**src/rtl/lsa_pkg.sv**
```systemverilog
package lsa_pkg;
  typedef enum logic {
    LSA_LITTLE = 1'b0,
    LSA_BIG    = 1'b1
  } lsa_endian_e;

  typedef enum logic {
    LSA_ROT_RIGHT = 1'b0,
    LSA_ROT_LEFT  = 1'b1
  } lsa_rot_e;
endpackage

```
**src/rtl/lsa_lane_pick.sv**
```systemverilog
module lsa_lane_pick #(
  parameter int DATA_W = 32,
  parameter int LANE_W = 8,
  localparam int LANES = DATA_W / LANE_W,
  localparam int OFS_W = (LANES > 1) ? $clog2(LANES) : 1
) (
  input  logic [DATA_W-1:0] data_i,
  input  logic [OFS_W-1:0]  lane_i,
  output logic [DATA_W-1:0] data_o
);
  // One lane chosen, placed at the bottom, upper bits cleared.
  always_comb begin
    data_o = '0;
    for (int i = 0; i < LANES; i++) begin
      if (lane_i == OFS_W'(i)) data_o[LANE_W-1:0] = data_i[i*LANE_W +: LANE_W];
    end
  end
endmodule

```
**src/rtl/lsa_rotator.sv**
```systemverilog
module lsa_rotator
  import lsa_pkg::*;
#(
  parameter int DATA_W = 32,
  parameter int LANE_W = 8,
  localparam int LANES = DATA_W / LANE_W,
  localparam int OFS_W = (LANES > 1) ? $clog2(LANES) : 1
) (
  input  logic [DATA_W-1:0] data_i,
  input  logic [OFS_W-1:0]  amt_i,
  input  lsa_rot_e          dir_i,
  output logic [DATA_W-1:0] data_o
);
  // Rotation in whole lanes; the lane index wraps modulo LANES.
  for (genvar k = 0; k < LANES; k++) begin : g_lane
    logic [OFS_W-1:0]  src;
    logic [LANE_W-1:0] lane;
    assign src = (dir_i == LSA_ROT_LEFT) ? (OFS_W'(k) - amt_i) : (OFS_W'(k) + amt_i);
    always_comb begin
      lane = '0;
      for (int i = 0; i < LANES; i++) begin
        if (src == OFS_W'(i)) lane = data_i[i*LANE_W +: LANE_W];
      end
    end
    assign data_o[k*LANE_W +: LANE_W] = lane;
  end
endmodule

```
**src/rtl/lsa_store_fmt.sv**
```systemverilog
module lsa_store_fmt #(
  parameter int DATA_W = 32,
  parameter int LANE_W = 8,
  localparam int LANES = DATA_W / LANE_W
) (
  input  logic [DATA_W-1:0] src_i,
  input  logic              byte_i,
  output logic [DATA_W-1:0] data_o
);
  logic [DATA_W-1:0] repl;
  for (genvar k = 0; k < LANES; k++) begin : g_rep
    assign repl[k*LANE_W +: LANE_W] = src_i[LANE_W-1:0];
  end
  assign data_o = byte_i ? repl : src_i;
endmodule

```
**src/rtl/lsa_aligner.sv**
```systemverilog
module lsa_aligner
  import lsa_pkg::*;
#(
  parameter int DATA_W = 32,
  parameter int LANE_W = 8,
  localparam int LANES = DATA_W / LANE_W,
  localparam int OFS_W = (LANES > 1) ? $clog2(LANES) : 1
) (
  input  logic              clk,
  input  logic              rst_n,
  input  logic              big_endian,
  input  logic              in_valid,
  output logic              in_ready,
  input  logic              in_byte,
  input  logic [OFS_W-1:0]  in_ofs,
  input  logic [DATA_W-1:0] in_rdata,
  input  logic [DATA_W-1:0] in_sdata,
  output logic              out_valid,
  input  logic              out_ready,
  output logic [DATA_W-1:0] out_load_data,
  output logic [DATA_W-1:0] out_store_data
);
  lsa_endian_e       endian;
  logic [OFS_W-1:0]  lane_sel;
  logic [DATA_W-1:0] byte_val;
  logic [DATA_W-1:0] word_val;
  logic [DATA_W-1:0] load_val;
  logic [DATA_W-1:0] store_val;
  lsa_rot_e          rot_dir;
  logic              accept;
  logic              byte_q;

  assign endian   = lsa_endian_e'(big_endian);
  // Big-endian counts lanes from the top of the word.
  assign lane_sel = (endian == LSA_BIG) ? (OFS_W'(LANES - 1) - in_ofs) : in_ofs;
  assign rot_dir  = (endian == LSA_BIG) ? LSA_ROT_LEFT : LSA_ROT_RIGHT;

  lsa_lane_pick #(.DATA_W(DATA_W), .LANE_W(LANE_W)) u_pick (
    .data_i (in_rdata),
    .lane_i (lane_sel),
    .data_o (byte_val)
  );

  lsa_rotator #(.DATA_W(DATA_W), .LANE_W(LANE_W)) u_rot (
    .data_i (in_rdata),
    .amt_i  (in_ofs),
    .dir_i  (rot_dir),
    .data_o (word_val)
  );

  lsa_store_fmt #(.DATA_W(DATA_W), .LANE_W(LANE_W)) u_st (
    .src_i  (in_sdata),
    .byte_i (in_byte),
    .data_o (store_val)
  );

  assign load_val = in_byte ? byte_val : word_val;
  assign in_ready = !out_valid || out_ready;
  assign accept   = in_valid && in_ready;

  always_ff @(posedge clk or negedge rst_n) begin
    if (!rst_n) begin
      out_valid      <= 1'b0;
      byte_q         <= 1'b0;
      out_load_data  <= '0;
      out_store_data <= '0;
    end else if (accept) begin
      out_valid      <= 1'b1;
      byte_q         <= in_byte;
      out_load_data  <= load_val;
      out_store_data <= store_val;
    end else if (out_ready) begin
      out_valid      <= 1'b0;
    end
  end

  p_accept_r8: assert property (@(posedge clk) disable iff (!rst_n)
    accept |=> out_valid);

  p_stall_hold_r8: assert property (@(posedge clk) disable iff (!rst_n)
    (out_valid && !out_ready) |=> (out_valid && $stable(out_load_data) && $stable(out_store_data)));

  p_zero_ext_r3: assert property (@(posedge clk) disable iff (!rst_n)
    (out_valid && byte_q) |-> (out_load_data[DATA_W-1:LANE_W] == '0));

  p_lane_copy_r6: assert property (@(posedge clk) disable iff (!rst_n)
    (out_valid && byte_q) |-> (out_store_data == {LANES{out_store_data[LANE_W-1:0]}}));

  p_aligned_word_r5: assert property (@(posedge clk) disable iff (!rst_n)
    (accept && !in_byte && in_ofs == '0) |=> (out_load_data == $past(in_rdata)));
endmodule

```
**config.mk**
```make
export PLATFORM = sky130hd
export DESIGN_NAME = lsa_aligner
export DESIGN_NICKNAME = d
export VERILOG_FILES = /design/src/rtl/lsa_pkg.sv /design/src/rtl/lsa_lane_pick.sv /design/src/rtl/lsa_rotator.sv /design/src/rtl/lsa_store_fmt.sv /design/src/rtl/lsa_aligner.sv
export SDC_FILE = /design/constraint.sdc
export NUM_CORES = 1
export LEC_CHECK = 0
export ABC_AREA = 0
export BUFFER_PORTS_ARGS = -buffer_cell sky130_fd_sc_hd__buf_4
export CORE_ASPECT_RATIO = 1.2
export CORE_MARGIN = 1
export CORE_UTILIZATION = 40
export CTS_CLUSTER_DIAMETER = 80
export DETAILED_ROUTE_END_ITERATION = 6
export PLACE_DENSITY = 0.68
export SLEW_MARGIN = 20
export SYNTH_ARGS = -nofsm -noshare
export SYNTH_HDL_FRONTEND = slang
export SYNTH_HIERARCHICAL = 1
export SYNTH_SLANG_ARGS = --single-unit
```
**constraint.sdc**
```tcl
create_clock -name clk -period 2.8 [get_ports clk]
set_clock_uncertainty 0.15 [all_clocks]
set_input_delay 0.42 -clock clk [delete_from_list [all_inputs] [get_ports clk]]
set_output_delay 0.42 -clock clk [all_outputs]
set_load 0.01 [all_outputs]
```
==> key figures, run 1 <==
CTS
  • Worst skew pair latency: around 0.32 ns
  • # resized after CTS: 0
  • Clk sinks: 65
  • Post-CTS setup buffers: 0
  • CTS Buffer Depth: 2
  • CTS tree: yes
  • Root Buffer: clkbuf_16
  • Post-cts hold buffer count: 0
  • Reg clk slew, reported paths: ~0.05 ns
  • H-tree Lvls: 3
  • Num CTS Buffers: 9

Critical path
  • Crit path largest cell delay: ~0.40 ns
  • Crit-path cells: nand2b_4, buf_4, buf_4
  • CP Launch Type: register
  • CP endpoint kind: primary output
  • CP most frequent cell: buf_4
  • Crit path required time: around 2.2 ns
  • Critical path arrival: 1.51 ns
  • Slowest-stage cell, CP: dfrtp_1
  • Critical path peak fanout: 28
  • Critical path class: reg -> out

Power
  • Logic gate share of total power: 33.1%
  • Clock share of power: 29.8%
  • Max VDD drop: 0.2597 mV
  • Power share of the sequential group: ~37%
  • Sw Pwr: 0.0009573 W
  • Power Dens Cells: roughly 550 mW/mm^2
  • Leakage power: ~2.8 nW
  • P_int: 0.002279 W
  • Total power: ~0.0032 W
  • Sw frac: a little under 30%

Detailed routing
  • Average vias per placed instance: around 5.3
  • Router iterations before antenna repair: 4
  • Post-route ant nets: 0
  • Initial drt markers: ~220
  • Post-Route WL: between 10 and 15 mm
  • Routed length per instance: roughly 16 um
  • DRC: 0
  • DR vias: 3873

Hold path
  • Worst Hold Class: in -> async

Floorplanning
  • Die area: between 0.01 and 0.015 mm^2
  • Initial Util: roughly two fifths
  • Cell Rows: 43
  • Die H: approximately 120 um
  • Num ports: ~140
  • Die W: roughly 100 um
  • Core Region: around 0.012 mm^2

GRT
  • First-pass GRT wire length: between 15 and 20 mm
  • Largest net degree at the start of global routing: 66
  • Vias in the first global route: about 3700
  • Initial antenna violation count: 0
  • GRT Residual Overflow: 0
  • Global-route usage over all layers: 19.26%

Synth
  • Asr flop ratio synth: 100.0%
  • Area leader, netlist: dfrtp_1
  • Ys Warns: 6
  • EDFF count, synth: 0
  • Top cell type's share of synthesized area: about a third
  • Mapped Area: about 0.0048 mm^2
  • Most used flip-flop cell after synthesis: dfrtp_1
  • Gate Count Post-Synth: around 470
  • Post-synth top cells: 65 x dfrtp_1, 64 x a31oi_1, 64 x nand2_1
  • Unique masters post-synth: 23
  • Main area contributors after synthesis: dfrtp_1 34%, mux2_4 15%, a31oi_1 8.3%, mux2i_1 6.6%, buf_4 6.0%
  • Yosys reg bits: between 60 and 70
  • Syn avg cell area: 10.29 um^2
  • Most frequent cell after synthesis: dfrtp_1
  • Sequential-to-total area share from yosys stat: 33.57%

STA
  • Worst rel slew slack: between 40% and 50%
  • Tcrit/Tclk final: about three quarters
  • Slew Limit Fails: 0
  • Hold Fails Final Rpt: 0
  • Post-route minimum period: around 2.1 ns
  • Max Clk Rate: 480.1 MHz
  • Setup_tns: 0 ns
  • Setup-failing EPs final: 0
  • RSZ-0062 raised after global routing: false
  • Worst-Margin Slew: 0.8432 ns

Final layout
  • Finished Layout Cells: 734
  • Share of layout cells above drive strength 1: between 30% and 40%
  • Layout area overhead: 22.39%
  • Antenna diodes: 0
  • Nets@finish: around 650

Run
  • Maxcap violations: 0

Placed design
  • Inst Count DP: 721
  • Port Buffer Count: 137
  • Dpl hpwl: 8.340 mm
  • Gpl congestion: 0.8369

Run status
  • Status: complete, no violations
## power groups by stage
stage | sequential [W] | combinational, W | clock (W)
after floorplan | 0.00127 | 0.000585 | 0
after global placement | 0.00121 | 0.00106 | 0
after detailed placement | 0.00122 | 0.00107 | 0
after CTS | 0.00120 | 0.00108 | 0.000996
after global routing | 0.00122 | 0.00117 | 0.00104
final | 0.00120 | 0.00107 | 0.000964
## stage by stage
stage / cell area (um^2) / util [%] / worst slack [ns] / hold slack [ns]
floorplan: 4931 / - / 1.069 / -0.02559
global placement: 5678 / 48.63 / 0.5913 / 0.3413
detailed placement: 5678 / 48.63 / 0.5506 / 0.3489
CTS: 5929 / 50.79 / 0.7066 / 0.08339
global route: 5929 / 50.79 / 0.6214 / 0.1241
finish: 5929 / 50.79 / 0.7171 / 0.05789
## routing by layer
layer | vias to the layer above | track usage [%] | wire, um
met4 | 0 | 7.589 | 233
li1 | 1872 | - | -
met1 | 1813 | 25.34 | 5121
met2 | 175 | 30.46 | 5675
met5 | - | 0 | 0
met3 | 13 | 4.328 | 1011
## layout by cell type, fill, tap and decap left out, drive strengths merged
cell and instances:
clkinv 1, mux2 56, nor2b 32, xor2 3, a21oi 32, nand2 65, a211oi 32, a31oi 64
mux4 8, nand2b 2, clkbuf 12, mux2i 32, conb 24, buf 148, xnor2 1, dfrtp 65
## critical path: cells and delay by family (launching register included)
| kind | cells | cell delay (ns) |
|---|---|---|
| and+or+nand+nor | 1 | 0.25 |
| buffers and inverters | 2 | 0.53 |
| DFF | 1 | 0.40 |
## flip-flops by register name, summed over array words and instances, names as in the netlist
name and cells:
out_valid 1, out_store_data 32, out_load_data 32
## path summary, 6_finish.rpt
path                                           startpoint                              to  slack, ns  cells past startpoint
max                                 out_valid$_DFFE_PN0P_                        in_ready       0.72                      3
min                                                 rst_n   out_store_data[3]$_DFFE_PN0P_       0.06                      1
max reg2reg                         out_valid$_DFFE_PN0P_  out_store_data[31]$_DFFE_PN0P_       1.03                      3
min reg2reg                out_store_data[29]$_DFFE_PN0P_  out_store_data[29]$_DFFE_PN0P_       0.36                      1
max in group asynchronous                           rst_n  out_store_data[25]$_DFFE_PN0P_       1.90                      1
min in group clk                              in_sdata[1]   out_store_data[1]$_DFFE_PN0P_       0.22                      2
## final cells by class
type | instances | area (um^2)
clock buffers | 12 | 246.5
clock inverters | 1 | 5.005
fillers | 1087 | 5746
multi-input cells | 351 | 2731
flip-flops and latches | 65 | 1627
well taps | 157 | 196.4
repair buffers | 148 | 1124
## logic make-up (layout without fill, tap and decap cells)
family	count (synthesis)	after routing	synth area share (%)
buffers and inverters	78	161	11.83
multiplexers	96	96	27.22
XOR/XNOR	4	4	1.033
AO/OA/AOI/OAI	128	128	16.53
flip-flops	65	65	33.57
other	1	24	0.07741
AND/OR/NAND/NOR	99	99	9.737
Power figures use the tool's default switching activity.
==> run 2: changes to the inputs <==
--- a/config.mk
+++ b/config.mk
@@ -12,7 +12,7 @@
 export CORE_UTILIZATION = 40
 export CTS_CLUSTER_DIAMETER = 80
 export DETAILED_ROUTE_END_ITERATION = 6
-export PLACE_DENSITY = 0.68
+export PLACE_DENSITY = 0.71
 export SLEW_MARGIN = 20
 export SYNTH_ARGS = -nofsm -noshare
 export SYNTH_HDL_FRONTEND = slang
==> constraint.sdc (replaced) <==
create_clock -name clk -period 1.7 [get_ports clk]
set_clock_uncertainty 0.15 [all_clocks]
set_input_delay 0.255 -clock clk [delete_from_list [all_inputs] [get_ports clk]]
set_output_delay 0.255 -clock clk [all_outputs]
set_load 0.01 [all_outputs]
==> run 2 against run 1 <==
Against the previous run: first-iteration DRC count decreased by 4.5%; flip-flop and latch count unchanged; cell count increased by 3.8%; setup slack got worse by 0.65 ns; critical path depth unchanged; global-route usage increased by 1.8 points; cell area increased by 7.0%; die area unchanged; non-clock buffer count increased by 25; combinational power increased by 80%; total power increased by 80%; critical path type unchanged; largest cell class unchanged; highest routed layer unchanged.
==> key figures, run 2 (synthesis gave the netlist of run 1 again) <==
Floorplanning
  • Initial Util: 41.50% (unchanged)
  • Die W: 102.5 um (unchanged)
  • Die H: 122.6 um (unchanged)
  • Cell Rows: 43 (unchanged)
  • Die area: 0.01256 mm^2 (unchanged)
  • Core Region: 0.01167 mm^2 (unchanged)
  • Num ports: 138 (unchanged)

STA
  • Tcrit/Tclk final: a little over nine tenths
  • Final worst slack: 0.06923 ns (was 0.7171 ns)
  • Setup-failing EPs final: 0 (unchanged)
  • RSZ-0062 raised after global routing: false (unchanged)
  • Hold Fails Final Rpt: 0 (unchanged)
  • Slew Limit Fails: 0 (unchanged)
  • Setup_tns: 0 ns (unchanged)
  • Max Clk Rate: roughly 600 MHz
  • Post-route minimum period: between 1.5 and 2 ns

Final layout
  • Top flop regs: out_load_data (32), out_store_data (32), out_valid (1) (unchanged)
  • Most frequent cells in the layout: 159 x buf_4, 65 x dfrtp_1, 64 x a31oi_1, 64 x nand2_1, 50 x mux2_4 (was 147 x buf_4, 65 x dfrtp_1, 64 x a31oi_1, 64 x nand2_1, 50 x mux2_4)
  • Nets@finish: 672 (was 647)
  • Antenna diodes: 0 (unchanged)
  • Commonest non-fill, non-tap cell in the layout: buf_4 (unchanged)
  • Share of layout cells above drive strength 1: 41.65% (was 39.34%)
  • Layout area overhead: 30.94% (was 22.39%)

Critical path
  • Critical path peak fanout: 33 (was 28)
  • Critical path arrival: 1.23 ns (was 1.51 ns)
  • Crit path required time: 1.29 ns (was 2.23 ns)
  • Slowest-stage cell, CP: dfrtp_1 (unchanged)
  • CP endpoint kind: primary output (unchanged)
  • Crit path largest cell delay: 0.40 ns (about the same)
  • Crit-path cells: nand2b_4, buf_16, buf_4 (was nand2b_4, buf_4, buf_4)
  • CP Launch Type: register (unchanged)
  • Critical path class: reg -> out (unchanged)

Detailed routing
  • WL met2: 6.220 mm (was 5.675 mm)
  • Routed met1 length: 5.413 mm (was 5.121 mm)
  • Max Used Layer: met4 (unchanged)
  • DRC: 0 (unchanged)
  • DR vias: 4112 (was 3873)
  • Router iterations before antenna repair: 4 (unchanged)
  • Post-route ant nets: 0 (unchanged)
  • Routed length per instance: 16.89 um (was 16.40 um)
  • Initial drt markers: 214 (was 224)
  • Average vias per placed instance: 5.396 (was 5.277)
  • Post-Route WL: 12.87 mm (was 12.04 mm)
  • Met3 wire len: 923 um (was 1.011 mm)

Power
  • Leakage power: 2.978 nW (was 2.764 nW)
  • Max VDD drop: 0.4866 mV (was 0.2597 mV)
  • Power Dens Cells: 916.5 mW/mm^2 (was 545.8 mW/mm^2)
  • Total power: 0.005814 W (was 0.003236 W)

Run
  • Maxcap violations: 0 (unchanged)

Run status
  • Status: complete, no violations (unchanged)

CTS
  • H-tree Lvls: 3 (unchanged)
  • Post-CTS setup buffers: 0 (unchanged)
  • Clk sinks: 65 (unchanged)
  • CTS tree: yes (unchanged)
  • CTS Buffer Depth: 2 (unchanged)
  • Reg clk slew, reported paths: 0.05 ns (about the same)
  • Root Buffer: clkbuf_16 (unchanged)
  • Num CTS Buffers: 9 (unchanged)
  • Worst skew pair latency: 0.31 ns (was 0.32 ns)

Placed design
  • Pre-CTS setup slack: -0.1618 ns (was 0.5506 ns)
  • Port Buffer Count: 137 (unchanged)
  • Gpl congestion: 0.8780 (was 0.8369)
  • Dpl hpwl: 9.176 mm (was 8.340 mm)

GRT
  • First-pass GRT wire length: 20.24 mm (was 18.58 mm)
  • Vias in the first global route: 3924 (was 3659)
  • GRT Residual Overflow: 0 (unchanged)
  • Global-route usage over all layers: 21.02% (was 19.26%)
  • Largest net degree at the start of global routing: 66 (unchanged)
  • Initial antenna violation count: 0 (unchanged)

Hold path
  • Worst Hold Class: in -> reg (was in -> async)
## run 2: cell count changes in the layout (fill, tap and decap cells not counted)
cell	delta
bufinv_16	+2
buf_4	+12
bufbuf_16	+1
buf_16	+1
dlygate4sd3_1	+1
clkbuf_8	-1
buf_12	+10
clkbuf_1	+2
## run 2: metal layers
layer	vias to the layer above	track usage, %
met5	-	0
met4	0	8.839
met3	22	4.670
met2	178	34.25
met1	1981	26.60
li1	1931	-
## run 2: layout make-up
| type | count | area [um^2] |
|---|---|---|
| fillers | 1005 | 5331 |
| flip-flops and latches | 65 | 1627 |
| repair buffers | 173 | 1484 |
| clock inverters | 3 | 65.06 |
| well taps | 157 | 196.4 |
| clock buffers | 13 | 240.2 |
| multi-input cells | 351 | 2731 |
## run 2: stage by stage
step,area (um^2),hold WS (ns),util [%],cells
2_1_floorplan,4931,-0.1906,-,494
3_3_place_gp,5988,0.07388,51.29,744
3_5_place_dp,5988,0.07725,51.29,744
4_1_cts,6344,0.03868,54.34,762
5_1_grt,6344,0.04986,54.34,762
6_report,6344,0.05694,54.34,762
## run 2: critical path, delay by kind of cell (launching register included)
kind	cells	cell delay, ns
flip-flops	1	0.40
AND/OR/NAND/NOR	1	0.14
buffers and inverters	2	0.35
## run 2: path summary, 6_finish.rpt
kind	startpoint	endpoint	slack [ns]	depth (start not counted)
min reg2reg	out_store_data[12]$_DFFE_PN0P_	out_store_data[12]$_DFFE_PN0P_	0.36	1
max	out_valid$_DFFE_PN0P_	in_ready	0.07	3
min	in_sdata[7]	out_store_data[7]$_DFFE_PN0P_	0.06	2
min in group asynchronous	rst_n	out_store_data[15]$_DFFE_PN0P_	0.28	2
max reg2reg	out_valid$_DFFE_PN0P_	out_store_data[18]$_DFFE_PN0P_	0.22	4
max in group asynchronous	rst_n	out_valid$_DFFE_PN0P_	0.59	3
## run 2: repair_timing
item,4_1_cts,5_1_grt
hold buffers,1,0
gates resized for setup,1,0
endpoints found under the hold margin,32,0
endpoints found under the setup margin,1,0
## run 2: report_power, final
| group | internal [W] | leakage [nW] | switching [W] |
|---|---|---|---|
| combinational | 0.00106 | 2.09 | 0.000863 |
| clock | 0.00128 | 0.148 | 0.000638 |
| sequential | 0.00181 | 0.737 | 0.000159 |
